[src/rtl/rect_pkg.sv]
package rect_pkg;
  localparam int RECT_IN = 5;                 // table inputs
  localparam int TBL_N   = 1 << RECT_IN;      // table entries
  localparam int ADDR_W  = $clog2(RECT_IN + 1);
  localparam int DATA_W  = TBL_N;

  typedef struct packed {
    logic [RECT_IN-1:0] selWe;   // one strobe per input select register
    logic               tblWe;   // table word load
  } rect_strobe_t;
endpackage

[src/rtl/rect_ctrl.sv]
module rect_ctrl
  import rect_pkg::*;
(
  input  logic              cfgWe,
  input  logic [ADDR_W-1:0] cfgAddr,
  output rect_strobe_t      strobe
);
  localparam logic [ADDR_W-1:0] TBL_ADDR = ADDR_W'(RECT_IN);

  always_comb begin
    strobe = '0;
    if (cfgWe) begin
      for (int k = 0; k < RECT_IN; k++) begin
        if (cfgAddr == ADDR_W'(k)) strobe.selWe[k] = 1'b1;
      end
      if (cfgAddr == TBL_ADDR) strobe.tblWe = 1'b1;
    end
  end
endmodule

[src/rtl/rect_datapath.sv]
module rect_datapath
  import rect_pkg::*;
#(
  parameter int NODE_W = 16
) (
  input  logic              clk,
  input  logic              rstN,
  input  rect_strobe_t      strobe,
  input  logic [DATA_W-1:0] cfgData,
  input  logic [NODE_W-1:0] nodeBus,
  input  logic              faultyBit,
  output logic              rectBit,
  output logic              correctedOut
);
  localparam int SEL_W = $clog2(NODE_W);

  logic [SEL_W-1:0]   selIdx [RECT_IN];
  logic [RECT_IN-1:0] selEn;
  logic [TBL_N-1:0]   tbl;
  logic [RECT_IN-1:0] idx;

  always_ff @(posedge clk or negedge rstN) begin
    if (!rstN) begin
      for (int k = 0; k < RECT_IN; k++) selIdx[k] <= '0;
      selEn <= '0;
      tbl   <= '0;
    end else begin
      for (int k = 0; k < RECT_IN; k++) begin
        if (strobe.selWe[k]) begin
          selIdx[k] <= cfgData[SEL_W-1:0];
          selEn[k]  <= cfgData[SEL_W];
        end
      end
      if (strobe.tblWe) tbl <= cfgData[TBL_N-1:0];
    end
  end

  for (genvar k = 0; k < RECT_IN; k++) begin : g_pick
    assign idx[k] = selEn[k] & nodeBus[selIdx[k]];
  end

  assign rectBit      = tbl[idx];
  assign correctedOut = faultyBit ^ rectBit;
endmodule

[src/rtl/rect_unit.sv]
module rect_unit
  import rect_pkg::*;
#(
  parameter int NODE_W = 16
) (
  input  logic              clk,
  input  logic              rstN,
  input  logic              cfgWe,
  input  logic [ADDR_W-1:0] cfgAddr,
  input  logic [DATA_W-1:0] cfgData,
  input  logic [NODE_W-1:0] nodeBus,
  input  logic              faultyBit,
  output logic              correctedOut
);
  rect_strobe_t strobe;
  logic         rectBit;

  rect_ctrl u_ctrl (
    .cfgWe  (cfgWe),
    .cfgAddr(cfgAddr),
    .strobe (strobe)
  );

  rect_datapath #(.NODE_W(NODE_W)) u_dp (
    .clk         (clk),
    .rstN        (rstN),
    .strobe      (strobe),
    .cfgData     (cfgData),
    .nodeBus     (nodeBus),
    .faultyBit   (faultyBit),
    .rectBit     (rectBit),
    .correctedOut(correctedOut)
  );
endmodule

[config.mk]
export PLATFORM = sky130hd
export DESIGN_NAME = rect_unit
export DESIGN_NICKNAME = d
export VERILOG_FILES = /design/src/rtl/rect_pkg.sv /design/src/rtl/rect_ctrl.sv /design/src/rtl/rect_datapath.sv /design/src/rtl/rect_unit.sv
export SDC_FILE = /design/constraint.sdc
export NUM_CORES = 1
export LEC_CHECK = 0
export CORE_UTILIZATION = 53
export DETAILED_ROUTE_END_ITERATION = 8
export PLACE_DENSITY_LB_ADDON = 0.15
export SYNTH_ARGS = -nofsm -noshare
export SYNTH_HDL_FRONTEND = slang
export SYNTH_SLANG_ARGS = --single-unit
[constraint.sdc]
create_clock -name clk -period 4.4 [get_ports clk]
set_input_delay 1.1 -clock clk [delete_from_list [all_inputs] [get_ports clk]]
set_output_delay 1.1 -clock clk [all_outputs]
set_load 0.005 [all_outputs]
==> summary.md <==
| Metric | Value |
|---|---|
| Status | finished, violations left |
| Failing checks | negative setup slack |
| Max Root-Sink Buffers | 2 |
| Routed vias/inst | 6.00 |
| Power Density | 463 mW/mm2 |
| Clk Tree Root Cell | clkbuf_8 |
| Met1 usage | 36.9% |
| H-tree lvl count | 3 |
| Buffers on Ports | 55 |
| Reg2Reg Depth | 1 |
| Slew Limit Fails | 0 |
| DRC Markers | 0 |
| Logic pwr share | 34.0% |
| Synth area leaders | dfrtp_1 (45%), mux2_2 (21%), mux4_2 (13%) |
| Register area | 0.00143 mm2 |
| Max frequency | 220 MHz |
| # rows | 27 |
| Die area | 0.00631 mm2 |
| Worst flop-to-flop path startpoint | u_dp.selIdx[18]$_DFFE_PN0P_ |
| Switch share | 30.1% |
| Mean area per synthesized cell | 15.4 um2 |
| Met3 track utilization from global routing | 7.20% |
| Synthesized area | 0.00318 mm2 |
| Post-route setup TNS | -0.145 ns |
| Placed wire-length estimate | 5.30 mm |
| Internal power | 0.00133 W |
| Syn Inst Count | 207 |
| First-pass GRT wire length | 11.8 mm |
| WHS Path Cells | 1 |
| RSZ-0062 raised after global routing | true |
| Via count | 2172 |
| R2R Path End | u_dp.selIdx[18]$_DFFE_PN0P_ |
| Total wire length | 7.22 mm |
| DR iter-0 viols | 112 |
| Part of the power in registers | 39.9% |
| Final period utilization | 103% |
| Worst hold-check path type | reg -> reg |
| Worst path arrival time | 3.44 ns |
| Vias in the first global route | 2296 |
| Layout cells sized above 1 | 50.3% |
| Layout fillers | 360 |
| CTS tree | yes |
| Net Sw Power | 0.000573 W |
| GRT Overall Usage | 25.9% |
| Core region area | 0.00564 mm2 |
| Max capacitance violation total | 0 |
| Chip Height | 79.5 um |
| Multi-input logic area | 0.00176 mm2 |
| Fin Hold WS | 0.502 ns |
| Die Wd | 79.5 um |
| Final setup fails | 1 |
| Yosys top cell by area | dfrtp_1 |
| Lkg Pwr | 1.68 nW |
| Antenna Nets Post-Route | 0 |
| Antenna diodes | 0 |
| Kind of critical path | in -> out |
| Total grt overflow | 0 |
| Clock power frac | 26.1% |
| Avg WL per Cell | 19.9 um |
| Worst Hold Launch | u_dp.tbl[17]$_DFFE_PN0P_ |
| Post-synthesis sequential area ratio | 44.9% |
| Met2 GRT Util | 36.9% |
| Worst reg-to-reg setup slack | 3.48 ns |
| Total Nets Final | 340 |
| Hold Crit Endpoint | u_dp.tbl[17]$_DFFE_PN0P_ |
| #FFs+latches synth | 57 |
| Area Overhead vs Synth | 29.4% |
| Initial DRT Pass Iterations | 4 |
| CP startpoint kind | input port |
| Peak supply drop | 0.277 mV |
| Synth top area share | 44.9% |
| Clock Skew | 0 ns |
| Hold Vio Cnt, Final | 0 |
| Min Tclk post-route | 4.54 ns |
| Io pins | 56 |
| Setup WS post-layout | -0.145 ns |
| Initial Util | 56.4% |
| Placer Congestion | 0.963 |
| Library cells used by synthesis | 36 |
| Slew headroom | 39.8% |
| Syn nets | 262 |
| Worst-path fanout max | 4 |
| Largest net degree at the start of global routing | 33 |
| Gr busiest metal | met2 |
| Yosys warnings | 0 |
| CTS clk-pin slew, worst paths | 0.07 ns |
| Antenna violations before repair | 0 |
| CP Capture Type | primary output |
| Clock sinks | 57 |
| Num CTS Buffers | 9 |
| Worst Tran Pin Value | 0.896 ns |
| Req. time, crit path | 3.30 ns |
| Worst-skew pair later-pin latency | 0.34 ns |
-- placed cells by master (no fill, tap or decap), types with 2 or more instances in the layout --
cell / instances
buf_2: 13
buf_4: 14
buf_6: 3
clkbuf_2: 3
clkbuf_8: 10
clkdlybuf4s50_1: 37
clkinv_4: 2
clkinvlp_4: 2
dfrtp_1: 57
mux2_2: 59
mux2_4: 2
mux2i_1: 9
mux2i_4: 2
mux4_1: 4
mux4_2: 21
nand2_1: 8
nand2_2: 2
nand2b_1: 3
nand3_1: 2
nand3b_1: 4
nor2_1: 5
nor2b_1: 2
nor3b_1: 2
-- logic make-up (layout without fill, tap and decap cells) --
kind of cell / after synthesis / count (layout) / share of synthesized area (%)
buf+inv: 7 / 90 / 1.10
simple gates: 35 / 35 / 6.06
xor+xnor: 1 / 1 / 0.276
flops: 57 / 57 / 44.9
compound gates: 10 / 10 / 3.58
mux: 97 / 97 / 44.1
-- power groups by stage --
stage | clock network (W) | registers (W) | logic [W]
after floorplan | 0 | 0.000716 | 0.000429
after global placement | 0 | 0.000760 | 0.000584
after detailed placement | 0 | 0.000763 | 0.000601
after CTS | 0.000502 | 0.000758 | 0.000639
after global routing | 0.000524 | 0.000780 | 0.000692
final | 0.000497 | 0.000760 | 0.000648
-- cell usage after synthesis, drive strengths merged --
cell,number
nand2b,3
a21oi,1
a311o,1
a2bb2oi,1
o311ai,1
o211ai,1
o2111ai,1
mux2i,11
nor4,1
o22ai,2
nor2,6
inv,1
nand2,10
xnor2,1
clkbuf,2
nand3,3
o21ai,1
nand4b,1
mux2,61
nand3b,4
nor2b,2
nand4,1
mux4,25
nor3b,2
and3b,1
buf,4
nor3,1
a22oi,1
dfrtp,57
-- area by class of cell --
class / count / area share, %
Clock buffer: 10 / 3.34
Clock inverter: 6 / 1.64
Inverter: 1 / 0.0912
Multi-Input combinational cell: 143 / 42.7
Sequential cell: 57 / 34.7
Tap cell: 72 / 2.19
Timing Repair Buffer: 73 / 15.4
-- per-layer routing --
layer  vias to the layer above  share of wire [%]
li1                        978                  -
met1                      1095                 45
met2                        86                 46
met3                        13                6.9
met4                         0                1.6
met5                         -                  0
-- worst max-delay path by stage --
| stage | end | startpoint | depth (start not counted) |
|---|---|---|---|
| floorplan | correctedOut | nodeBus[15] | 9 |
| global placement | correctedOut | nodeBus[15] | 12 |
| detailed placement | correctedOut | nodeBus[15] | 12 |
| CTS | correctedOut | nodeBus[14] | 11 |
| global route | correctedOut | nodeBus[0] | 12 |
| finish | correctedOut | nodeBus[0] | 12 |
-- flip-flops by register name, summed over array words and instances (netlist names) --
signal	flops
u_dp.selIdx	20
u_dp.selEn	5
u_dp.tbl	32
-- per-stage QoR --
stage                     instance area [um2]  utilization [%]  total power, W  instances  setup WS [ns]
final                                    4120             72.9         0.00191        362         -0.145
after detailed placement                 3900             69.1         0.00136        343          -1.06
after floorplan                          3180                -         0.00114        207          0.183
after global placement                   3900             69.1         0.00134        343         -0.992
after global routing                     4120             72.9         0.00200        362         -0.211
after CTS                                4130             73.2         0.00190        362         -0.173
-- critical path, cell delays in order --
cell and delay [ns]:
clkdlybuf4s15_1 0.24, mux4_2 0.51, nand3_2 0.12, o211ai_4 0.11, buf_12 0.14, buf_4 0.13, mux2_4 0.30, a22oi_2 0.15
mux2i_1 0.09, nor4_2 0.28, xnor2_1 0.15, buf_2 0.13
-- repair_timing --
item / 4_1_cts / 5_1_grt
resized for setup: 69 / 14
cloned: 0 / 0
endpoints found under the setup margin: 1 / 1
pin swaps: 9 / 7
hold buffers: 0 / 0
setup buffers: 3 / 1
No activity file was read; power rests on OpenSTA's default activity.
